===== src/rtl/irq_vec_pkg.sv =====
package irq_vec_pkg;

   typedef enum logic {
      SRC_FLAGGED = 1'b0,
      SRC_LEVEL   = 1'b1
   } src_kind_e;

   // Words per vector slot; the address generator picks a shift when this is a power of two.
   localparam int unsigned VEC_WORDS = 2;

   function automatic src_kind_e kind_of(input logic [63:0] mask, input int unsigned pos);
      return mask[pos] ? SRC_LEVEL : SRC_FLAGGED;
   endfunction

   function automatic bit is_pow2(input int unsigned v);
      return (v != 0) && ((v & (v - 1)) == 0);
   endfunction

endpackage


===== src/rtl/irq_src_bank.sv =====
module irq_src_bank
   import irq_vec_pkg::*;
#(
   parameter int unsigned     NSRC       = 8,
   parameter logic [63:0]     LEVEL_MASK = 64'h0
) (
   input  logic            clk,
   input  logic            rst_n,
   input  logic [NSRC-1:0] evt_i,
   input  logic [NSRC-1:0] clr_sw_i,
   input  logic [NSRC-1:0] clr_hw_i,
   output logic [NSRC-1:0] flags_o,
   output logic [NSRC-1:0] pend_o
);

   for (genvar g = 0; g < NSRC; g++) begin : g_src
      if (kind_of(LEVEL_MASK, g) == SRC_LEVEL) begin : g_level
         // No storage: the request follows the condition.
         assign flags_o[g] = 1'b0;
         assign pend_o[g]  = evt_i[g];
      end else begin : g_flag
         logic flag_q;
         always_ff @(posedge clk or negedge rst_n) begin
            if (!rst_n) begin
               flag_q <= 1'b0;
            end else if (evt_i[g]) begin
               flag_q <= 1'b1;          // a new event beats any clear
            end else if (clr_sw_i[g] || clr_hw_i[g]) begin
               flag_q <= 1'b0;
            end
         end
         assign flags_o[g] = flag_q;
         assign pend_o[g]  = flag_q;
      end
   end

endmodule


===== src/rtl/irq_prio_pick.sv =====
module irq_prio_pick #(
   parameter int unsigned NSRC  = 8,
   parameter int unsigned IDX_W = 4
) (
   input  logic [NSRC-1:0]  req_i,
   output logic             any_o,
   output logic [NSRC-1:0]  grant_o,
   output logic [IDX_W-1:0] idx_o
);

   if (IDX_W < $clog2(NSRC + 1)) begin : g_bad_idx
      $error("irq_prio_pick: IDX_W too narrow for NSRC");
   end

   always_comb begin
      any_o   = |req_i;
      // Isolate the lowest set bit.
      grant_o = req_i & (~req_i + NSRC'(1));
      idx_o   = '0;
      for (int i = NSRC - 1; i >= 0; i--) begin
         if (req_i[i]) idx_o = IDX_W'(i + 1);
      end
   end

endmodule


===== src/rtl/irq_vec_addr.sv =====
module irq_vec_addr
   import irq_vec_pkg::*;
#(
   parameter int unsigned ADDR_W    = 16,
   parameter int unsigned IDX_W     = 4,
   parameter int unsigned BOOT_BASE = 32'h3800,
   parameter int unsigned SLOT_W    = VEC_WORDS
) (
   input  logic              reloc_i,
   input  logic [IDX_W-1:0]  idx_i,
   output logic [ADDR_W-1:0] addr_o
);

   localparam logic [ADDR_W-1:0] BOOT_W = ADDR_W'(BOOT_BASE);
   localparam int unsigned       SH     = $clog2(SLOT_W);

   logic [ADDR_W-1:0] base;
   logic [ADDR_W-1:0] offs;

   assign base = reloc_i ? BOOT_W : '0;

   if (is_pow2(SLOT_W)) begin : g_shift
      assign offs = ADDR_W'(idx_i) << SH;
   end else begin : g_mult
      assign offs = ADDR_W'(idx_i) * ADDR_W'(SLOT_W);
   end

   assign addr_o = base + offs;

endmodule


===== src/rtl/irq_vec_ctrl.sv =====
module irq_vec_ctrl
   import irq_vec_pkg::*;
#(
   parameter int unsigned NSRC       = 8,
   parameter int unsigned ADDR_W     = 16,
   parameter int unsigned BOOT_BASE  = 32'h3800,
   parameter logic [63:0] LEVEL_MASK = 64'h0000_0000_0000_00C0,
   localparam int unsigned IDX_W     = $clog2(NSRC + 1)
) (
   input  logic              clk,
   input  logic              rst_n,
   input  logic [NSRC-1:0]   evt_i,
   input  logic              en_wr_i,
   input  logic [NSRC-1:0]   en_wdata_i,
   input  logic [NSRC-1:0]   flag_clr_i,
   input  logic              gie_set_i,
   input  logic              gie_clr_i,
   input  logic              reti_i,
   input  logic              insn_done_i,
   input  logic              reloc_i,
   input  logic              ack_i,
   output logic              irq_o,
   output logic [IDX_W-1:0]  vec_idx_o,
   output logic [ADDR_W-1:0] vec_addr_o,
   output logic [NSRC-1:0]   flags_o,
   output logic              gie_o
);

   if (NSRC < 1 || NSRC > 64) begin : g_bad_nsrc
      $error("irq_vec_ctrl: NSRC must be 1..64");
   end
   if (ADDR_W < IDX_W + 1 || ADDR_W > 31) begin : g_bad_addr
      $error("irq_vec_ctrl: ADDR_W out of range");
   end
   if (64'(BOOT_BASE) + 64'(VEC_WORDS) * 64'(NSRC + 1) > (64'd1 << ADDR_W)) begin : g_bad_base
      $error("irq_vec_ctrl: relocated table does not fit ADDR_W");
   end

   logic [NSRC-1:0] en_q;
   logic            gie_q;
   logic            hold_q;
   logic [NSRC-1:0] pend;
   logic [NSRC-1:0] req;
   logic [NSRC-1:0] grant;
   logic [NSRC-1:0] clr_hw;
   logic [IDX_W-1:0] idx;
   logic            any;
   logic            take;

   irq_src_bank #(
      .NSRC       (NSRC),
      .LEVEL_MASK (LEVEL_MASK)
   ) i_bank (
      .clk      (clk),
      .rst_n    (rst_n),
      .evt_i    (evt_i),
      .clr_sw_i (flag_clr_i),
      .clr_hw_i (clr_hw),
      .flags_o  (flags_o),
      .pend_o   (pend)
   );

   assign req = pend & en_q;

   irq_prio_pick #(
      .NSRC  (NSRC),
      .IDX_W (IDX_W)
   ) i_pick (
      .req_i   (req),
      .any_o   (any),
      .grant_o (grant),
      .idx_o   (idx)
   );

   irq_vec_addr #(
      .ADDR_W    (ADDR_W),
      .IDX_W     (IDX_W),
      .BOOT_BASE (BOOT_BASE),
      .SLOT_W    (VEC_WORDS)
   ) i_addr (
      .reloc_i (reloc_i),
      .idx_i   (idx),
      .addr_o  (vec_addr_o)
   );

   assign irq_o     = gie_q && !hold_q && any;
   assign take      = irq_o && ack_i;
   assign clr_hw    = take ? grant : '0;
   assign vec_idx_o = idx;
   assign gie_o     = gie_q;

   always_ff @(posedge clk or negedge rst_n) begin
      if (!rst_n) begin
         en_q <= '0;
      end else if (en_wr_i) begin
         en_q <= en_wdata_i;
      end
   end

   always_ff @(posedge clk or negedge rst_n) begin
      if (!rst_n) begin
         gie_q <= 1'b0;
      end else if (take || gie_clr_i) begin
         gie_q <= 1'b0;
      end else if (gie_set_i || reti_i) begin
         gie_q <= 1'b1;
      end
   end

   // One completed instruction is owed after each return.
   always_ff @(posedge clk or negedge rst_n) begin
      if (!rst_n) begin
         hold_q <= 1'b0;
      end else if (reti_i) begin
         hold_q <= 1'b1;
      end else if (insn_done_i) begin
         hold_q <= 1'b0;
      end
   end

endmodule


===== config.mk =====
export PLATFORM = sky130hd
export DESIGN_NAME = irq_vec_ctrl
export DESIGN_NICKNAME = d
export VERILOG_FILES = /design/src/rtl/irq_vec_pkg.sv /design/src/rtl/irq_src_bank.sv /design/src/rtl/irq_prio_pick.sv /design/src/rtl/irq_vec_addr.sv /design/src/rtl/irq_vec_ctrl.sv
export SDC_FILE = /design/constraint.sdc
export NUM_CORES = 1
export LEC_CHECK = 0
export ABC_AREA = 0
export BUFFER_PORTS_ARGS = -buffer_cell sky130_fd_sc_hd__clkbuf_2
export CORE_MARGIN = 2
export CORE_UTILIZATION = 41
export DETAILED_ROUTE_END_ITERATION = 10
export HOLD_SLACK_MARGIN = 0.03
export PLACE_DENSITY_LB_ADDON = 0.1
export SYNTH_ARGS = -nofsm -noshare
export SYNTH_HDL_FRONTEND = slang
export SYNTH_SLANG_ARGS = --single-unit

===== constraint.sdc =====
create_clock -name clk -period 2 [get_ports clk]
set_input_delay 0.6 -clock clk [delete_from_list [all_inputs] [get_ports clk]]
set_output_delay 0.6 -clock clk [all_outputs]
set_load 0.01 [all_outputs]

### Word level (Yosys, flattened, before mapping)

Cells that the tools add are included.

| storage, ports and cells | value |
|---|---|
| register bits | 16 |
| latch bits | 0 |
| bits in writable memories | 0 |
| memory bits (read-only) | 0 |
| input bits | 33 |
| output and inout port bits | 30 |
| logic and storage cells | 61 |
| memories kept | 0 |

| operators by class | value |
|---|---|
| $add $sub $neg | 2 |
| multiply operators | 0 |
| divide/modulo/power cells | 0 |
| order comparisons | 0 |
| equality and inequality tests | 0 |
| shifts and indexed selects | 0 |
| multiplexer cells | 26 |
| bitwise operators | 3 |
| reduce and logical (&&, ||, !) cells | 21 |

Operators by type and width:

| kind | number |
|---|---|
| 4-bit two-way mux | 8 |
| 16-bit by 5-bit adder with 16-bit output | 1 |
| 1-bit two-way mux | 16 |
| 2-bit nonzero test | 8 |
| 14-bit two-way mux | 1 |
| 8-bit AND | 1 |
| 1-bit logical OR | 8 |
| 8-bit OR reduction | 1 |
| 6-bit by 1-bit adder with 6-bit output, second input constant | 1 |
| 6-bit AND | 1 |
| 6-bit two-way mux | 1 |
| 6-bit inverter | 1 |
| 1-bit logical AND | 3 |
| 1-bit zero test | 1 |

### Longest topological paths before layout

Gate-level depths: netlist of the first run.

| logic depth | value |
|---|---|
| word-level depth | 10 |
| mapped depth | 5 |
| mapped depth without buffers | 4 |

### By module

A second synthesis of the first run with hierarchy kept.

| second synthesis, totals | value |
|---|---|
| cell total of the unflattened synthesis | 119 |
| area total of the unflattened synthesis | 1,136.1 sq um |

By module, submodules not included:

| module | times used | cells each | area each (sq um) | sequential area each (sq um) |
|---|---|---|---|---|
| irq_vec_ctrl | 1 | 43 | 523.0 | 250.2 |
| irq_src_bank | 1 | 35 | 341.6 | 150.1 |
| irq_prio_pick | 1 | 24 | 147.6 | 0.0 |
| irq_vec_addr | 1 | 17 | 123.9 | 0.0 |

### Worst setup path before layout of the first run

Ideal clock, no wire load.

| path | value |
|---|---|
| path kind | register to output |
| start | register i_bank.g_src[2].g_flag.flag_q |
| end | output port vec_idx_o[2] |
| data arrival time | 1.546 ns |
| setup slack | -0.146 ns |
| cell stages (with the launch flop) | 4 |
| path through | dfrtp_1 -> a222oi_1 -> a21boi_0 -> buf_4 |

| on the way | value |
|---|---|
| longest elaborated chain between the ends | 4 |

Ends and longest elaborated chain:

| what | RTL line | source |
|---|---|---|
| from (decl) | irq_src_bank.sv:22 | `logic flag_q;` |
| from (signal assigned) | irq_src_bank.sv:25 | `flag_q <= 1'b0;` |
| from (signal assigned) | irq_src_bank.sv:27 | `flag_q <= 1'b1;` |
| from (signal assigned) | irq_src_bank.sv:29 | `flag_q <= 1'b0;` |
| 8-bit AND | irq_vec_ctrl.sv:63 | `assign req = pend & en_q;` |
| 4-bit two-way mux (3 in series) | irq_prio_pick.sv:21 | `if (req_i[i]) idx_o = IDX_W'(i + 1);` |
| to (decl) | irq_vec_ctrl.sv:23 | `output logic [IDX_W-1:0] vec_idx_o,` |

Every way passes these cells.

### Final worst setup path of the first run

| path | value |
|---|---|
| start | register i_bank.g_src[2].g_flag.flag_q |
| end | output port vec_addr_o[4] |

| on the way | value |
|---|---|
| longest elaborated chain between the ends | 5 |

Ends and longest elaborated chain:

| what | RTL line | source |
|---|---|---|
| 8-bit AND | irq_vec_ctrl.sv:63 |  |
| 4-bit two-way mux (3 in series) | irq_prio_pick.sv:21 |  |
| 16-bit by 5-bit adder with 16-bit output | irq_vec_addr.sv:28 | `assign addr_o = base + offs;` |
| to (decl) | irq_vec_ctrl.sv:24 | `output logic [ADDR_W-1:0] vec_addr_o,` |

Every way passes these cells.

==> results of run 1 <==
[worst max-delay path: stages, from the launching register on]
cell      delay [ns]
dfrtp_1         0.41
a222oi_1        0.40
buf_4           0.20
nand3_2         0.08
nor2_4          0.11
buf_2           0.14
[where the power goes]
part / internal, mW / switching, mW
clock: 0.111 / 0.106
sequential: 0.351 / 0.0237
combinational: 0.132 / 0.123
total: 0.594 / 0.252
[cell families (layout without fill, tap and decap cells)]
family | Yosys count | count (layout) | synth area share (%)
flops | 16 | 16 | 41.13
mux | 8 | 8 | 9.255
simple gates | 25 | 25 | 14.40
other cells | 1 | 11 | 0.3852
buf+inv | 33 | 71 | 21.98
compound gates | 16 | 16 | 12.85
[cell type report]
cell class | count | area [um^2]
fillers | 216 | 953.4
inverters | 7 | 26.28
flip-flops and latches | 16 | 400.4
well taps | 28 | 35.03
clock buffers | 4 | 36.28
multi-input cells | 60 | 444.2
repair buffers | 60 | 337.8
[cell usage in the layout, fill, tap and decap left out, types with 2 or more instances in the layout]
master    count
a22oi_2       2
a31o_1        2
a31o_2        3
and3_1        2
buf_2         4
buf_4        15
clkbuf_2     41
clkbuf_4      3
conb_1       11
dfrtp_1      16
inv_1         7
mux2_2        8
nand2_1       5
nand3_1       4
nand4_1       2
nor2b_1       2
nor3_1        2
[worst max path at each step]
stage / cells after the start / slack, ns / startpoint / to
finish: 5 / -0.22 / i_bank.g_src[2].g_flag.flag_q / vec_addr_o[4]
global route: 5 / -0.34 / i_bank.g_src[2].g_flag.flag_q / vec_addr_o[4]
CTS: 4 / -0.26 / i_bank.g_src[2].g_flag.flag_q / vec_addr_o[3]
detailed placement: 6 / -0.05 / evt_i[6] / vec_addr_o[2]
global placement: 6 / -0.05 / evt_i[6] / vec_addr_o[2]
floorplan: 3 / -0.04 / en_q[2] / vec_idx_o[2]
[what timing repair did]
action	4_1_cts	5_1_grt
setup buffers	2	2
resized for setup	6	7
hold buffers	0	0
pin swaps	7	4
endpoints found under the setup margin	9	9
[flip-flops by register name (all words and copies together) (netlist names)]
register / cells
hold_q: 1
gie_o: 1
i_bank.g_src.g_flag.flag_q: 6
en_q: 8
[per-layer routing]
metal,track usage [%],up-vias
li1,-,411
met1,21.03,393
met2,25.00,36
met3,4.000,5
met4,6.410,0
met5,0,-
[metrics by stage]
stage	area [um^2]	total power, mW	setup TNS (ns)	std cells	setup slack (ns)
after floorplan	1018	0.5331	-0.04467	109	-0.04467
after global placement	1174	0.5967	-0.1023	167	-0.05130
after detailed placement	1174	0.6020	-0.1006	167	-0.05121
after CTS	1251	0.8409	-1.405	173	-0.2616
after global routing	1280	0.9028	-2.060	175	-0.3356
final	1280	0.8457	-1.200	175	-0.2195
==> summary.txt, run 1 <==
Status
  – Status: finished with violations
  – Failing checks: setup timing

Drt
  – Drt first pass iters: 5
  – Routed wl met3: 141 um
  – Vias: between 800 and 900
  – Number of remaining DRC errors: 0
  – Drt wl/cell: 12.01 um
  – Detailed Route Iter0 Violations: 19
  – Avg Vias per Cell: 4.829
  – Uppermost routed layer: met4
  – Routed length on met2: 968 um
  – M1 wire length: a little under 1 mm
  – Post-route ant nets: 0
  – Wirelength, routed: 2.101 mm

STA
  – Unrepaired setup endpoints after global routing: yes
  – Period utilisation layout: 111.0%
  – Slack of the critical path: -0.2195 ns
  – Final setup viols: 7
  – Post-Route Skew: 0.006527 ns
  – Achievable clock frequency: 450.5 MHz
  – Hold Violations, Final: 0
  – WHS: 0.2167 ns
  – Max-slew violations: 0
  – Crit path time final: 2.220 ns

Clock network
  – Worst-Skew Late Latency: about 0.29 ns
  – CTS tree: yes
  – Sink Count: 16
  – Clock root cell: clkbuf_4
  – Number of buffers created by CTS: 3
  – Htree depth: 1
  – Clock transition at path regs: 0.10 ns
  – Clock buffer depth: 2

Yosys
  – Most common library cells after synthesis: buf_4 (24), dfrtp_1 (16), mux2_2 (8)
  – Syn Std Cell Area: between 900 and 1000 um^2
  – Post-synth top area cell: dfrtp_1
  – Main area contributors after synthesis: dfrtp_1 (41%), buf_4 (19%), mux2_2 (9.3%)
  – Gate Count Post-Synth: 99
  – FFs w/ async S/R, synth: 100.0%
  – Synth cell types: 29
  – Top cell type's share of synthesized area: about two fifths
  – Synth warnings: 0
  – FF+latch count, synth: 16
  – Sequential fraction of the synthesis area: 41.13%
  – Top FF cell, synth: dfrtp_1
  – Avg Cell Area, Syn: 9.833 um^2
  – Dominant cell by count in the synthesized netlist: buf_4
  – Post-synth EDFFs: 0

Power
  – P_leak: around 0.67 nW
  – Maximum vdd drop: 0.4061 mV
  – PwrDens: 660.7 nW/um^2

Cells and area
  – Area Growth Syn to Fin: 31.49%
  – Net count, final: about 180
  – Layout cells sized above 1: 56.46%
  – Number of inserted diodes: 0
  – Util after Layout: around 57%

Place
  – Gpl congestion: 0.7574
  – DPL Wire Length: 1.668 mm
  – Port Buffers: between 40 and 50

Min path
  – Worst Hold Class: primary input to async pin

Die
  – Effective utilization at floorplan: between 40% and 50%
  – Row cnt: 17
  – Die Ht: 52.73 um
  – Die width: 52.73 um
  – Core Region: 2233 um^2
  – Die area: 2780 um^2
  – Ports: 63

Critical path
  – Reg2reg setup slack: 0.23 ns
  – Reg2Reg Depth: 7
  – Worst setup EP type: output port
  – Critical Path AT: 1.62 ns
  – Maximum fanout along the worst path: 3
  – CP startpoint kind: register
  – Crit Path Category: register to output port
  – Reg2Reg Capture Point: i_bank.g_src[5].g_flag.flag_q
  – Req. time, crit path: 1.40 ns
  – R2R Path Start: i_bank.g_src[2].g_flag.flag_q

Global routing
  – Antenna violations before repair: 0
  – GRT Total Usage: 16.02%
  – GR Overflow Total: 0
  – First-pass GRT wire length: 3.215 mm
  – Largest net degree at the start of global routing: 17
  – Vias in the first global route: 755

Flow run
  – Max cap viols: 0
No activity file was read; power rests on OpenSTA's default activity.
==> run 2, diff against run 1 <==
- RECOVER_POWER: default -> 25
==> summary.txt, run 2 (synthesis gave the netlist of run 1 again) <==
Status
  – Status: finished with violations
  – Failing checks: setup timing

Critical path
  – Crit-path slowest cell: dfrtp_1
  – Delay of the slowest critical-path stage: 0.41 ns (about the same)
  – CP cell instances: a222oi_1, buf_4, nand3_2, nor2_4, buf_2
  – R2R Path Start: i_bank.g_src[2].g_flag.flag_q
  – Critical Path AT: 1.62 ns (about the same)
  – Worst setup EP type: output port
  – CP startpoint kind: register
  – Reg2reg setup slack: 0.23 ns (about the same)
  – Reg2Reg Capture Point: i_bank.g_src[5].g_flag.flag_q
  – Reg2Reg Depth: 7 (unchanged)
  – Maximum fanout along the worst path: 3 (unchanged)
  – Crit Path Category: register to output port
  – Req. time, crit path: 1.40 ns (about the same)

Power
  – PwrDens: 661.2 nW/um^2 (about the same)
  – Power, Total: 845.5 uW (about the same)
  – Maximum vdd drop: 0.4060 mV (about the same)
  – P_leak: 0.6698 nW (-0.44%)

Global routing
  – GRT Total Usage: 16.02% (unchanged)
  – GR Overflow Total: 0 (unchanged)
  – Vias in the first global route: 755 (unchanged)
  – Antenna violations before repair: 0 (unchanged)
  – First-pass GRT wire length: 3.215 mm (unchanged)
  – Largest net degree at the start of global routing: 17 (unchanged)

Clock network
  – Clock root cell: clkbuf_4
  – Number of buffers created by CTS: 3 (unchanged)
  – Worst-Skew Late Latency: 0.29 ns (about the same)
  – Clock buffer depth: 2 (unchanged)
  – Cts hold-fix bufs: 0 (unchanged)
  – Clock transition at path regs: 0.10 ns (about the same)
  – CTS tree: yes
  – Htree depth: 1 (unchanged)
  – Sink Count: 16 (unchanged)

Die
  – Core Region: 2233 um^2 (unchanged)
  – Die Ht: 52.73 um (unchanged)
  – Die area: 2780 um^2 (unchanged)
  – Ports: 63 (unchanged)
  – Row cnt: 17 (unchanged)
  – Die width: 52.73 um (unchanged)
  – Effective utilization at floorplan: 43.59% (unchanged)

Place
  – Port Buffers: 45 (unchanged)
  – Gpl congestion: 0.7574 (unchanged)
  – DPL Wire Length: 1.668 mm (unchanged)
  – DP Area: 1174 um^2 (unchanged)

Cells and area
  – Filler cells: 217 (+0.46%)
  – Finished Cell Area: 1279 um^2 (about the same)
  – Most frequent cells in the layout: clkbuf_2 (40), dfrtp_1 (16), buf_4 (15)
  – Largest register FFs: 8 (unchanged)
  – Area Growth Syn to Fin: 31.36% (about the same)
  – Number of inserted diodes: 0 (unchanged)
  – Most flop-heavy register: en_q
  – Net count, final: 181 (unchanged)
  – Layout cells sized above 1: 55.78% (-0.68 points)
  – Most common cell after layout, fill and taps aside: clkbuf_2
  – Biggest regs: en_q (8), i_bank.g_src.g_flag.flag_q (6)

STA
  – Crit path time final: 2.220 ns (unchanged)
  – Period utilisation layout: 111.0% (unchanged)
  – Max-slew headroom: around two fifths
  – Final setup viols: 7 (unchanged)
  – Unrepaired setup endpoints after global routing: yes
  – Slack of the critical path: -0.2195 ns (unchanged)
  – Post-Route Skew: 0.006526 ns (-0.000001390 ns)
  – Hold Violations, Final: 0 (unchanged)
  – Achievable clock frequency: 450.5 MHz (unchanged)
  – Worst-Margin Slew: 0.8833 ns
  – Max-slew violations: 0 (unchanged)

Drt
  – Drt first pass iters: 5 (unchanged)
  – Vias: 844 (-0.12%)
  – Avg Vias per Cell: 4.823 (-0.12%)
  – Post-route ant nets: 0 (unchanged)
  – Detailed Route Iter0 Violations: 19 (unchanged)
  – Drt wl/cell: 12.02 um (+0.14%)
  – Number of remaining DRC errors: 0 (unchanged)
  – Wirelength, routed: 2.104 mm (+0.14%)

Min path
  – Worst Hold Class: primary input to async pin

Flow run
  – Max cap viols: 0 (unchanged)
==> run 2: cell counts in the layout (fill, tap and decap cells not counted) <==
Identical to the previous run, type by type.
==> run 2: worst max path at each step <==
stage / from / end / slack, ns / cells past startpoint
global placement: evt_i[6] / vec_addr_o[2] / -0.05 / 6
CTS: i_bank.g_src[2].g_flag.flag_q / vec_addr_o[3] / -0.26 / 4
finish: i_bank.g_src[2].g_flag.flag_q / vec_addr_o[4] / -0.22 / 5
global route: i_bank.g_src[2].g_flag.flag_q / vec_addr_o[4] / -0.34 / 5
detailed placement: evt_i[6] / vec_addr_o[2] / -0.05 / 6
floorplan: en_q[2] / vec_idx_o[2] / -0.04 / 3
==> run 2: report_power, final <==
group	internal, mW	switching (mW)	total, mW
sequential	0.351	0.0237	0.375
clock	0.111	0.106	0.217
combinational	0.131	0.123	0.254
total	0.593	0.252	0.845
==> run 2: what timing repair did <==
action                     CTS  global route
gates resized for setup      6             7
pin swaps                    7             4
buffers inserted             2             2
setup endpoints to repair    9             9
==> run 2: layer usage <==
metal / up-vias / GRT usage (%) / part of all wire (%)
met5: - / 0 / 0
met4: 0 / 6.410 / 1.4
met3: 5 / 4.000 / 6.7
met2: 36 / 25.00 / 46
met1: 393 / 21.03 / 46
li1: 410 / - / -
==> run 2: through the flow <==
stage / cells / hold WS [ns] / util, % / worst slack [ns] / setup TNS, ns
floorplan: 109 / 0.3044 / - / -0.04467 / -0.04467
global route: 175 / 0.4357 / 57.25 / -0.3356 / -2.060
global placement: 167 / 0.4862 / 52.55 / -0.05130 / -0.1023
detailed placement: 167 / 0.4970 / 52.55 / -0.05121 / -0.1006
CTS: 173 / 0.2285 / 56.02 / -0.2616 / -1.405
finish: 175 / 0.3937 / 57.25 / -0.2195 / -1.200
==> run 2: layout make-up <==
type / count / area [um^2] / area share, %
inverter: 7 / 26.28 / 2.055
timing repair buffer: 60 / 336.6 / 26.32
tap: 28 / 35.03 / 2.740
sequential: 16 / 400.4 / 31.31
multi-input combinational: 60 / 444.2 / 34.74
clock buffer: 4 / 36.28 / 2.838
==> run 2: worst max-delay path: cells and delay by family (launching register included) <==
| family | cells | cell delay (ns) |
|---|---|---|
| AO/OA/AOI/OAI | 1 | 0.40 |
| buffers and inverters | 2 | 0.34 |
| flip-flops | 1 | 0.41 |
| AND/OR/NAND/NOR | 2 | 0.19 |
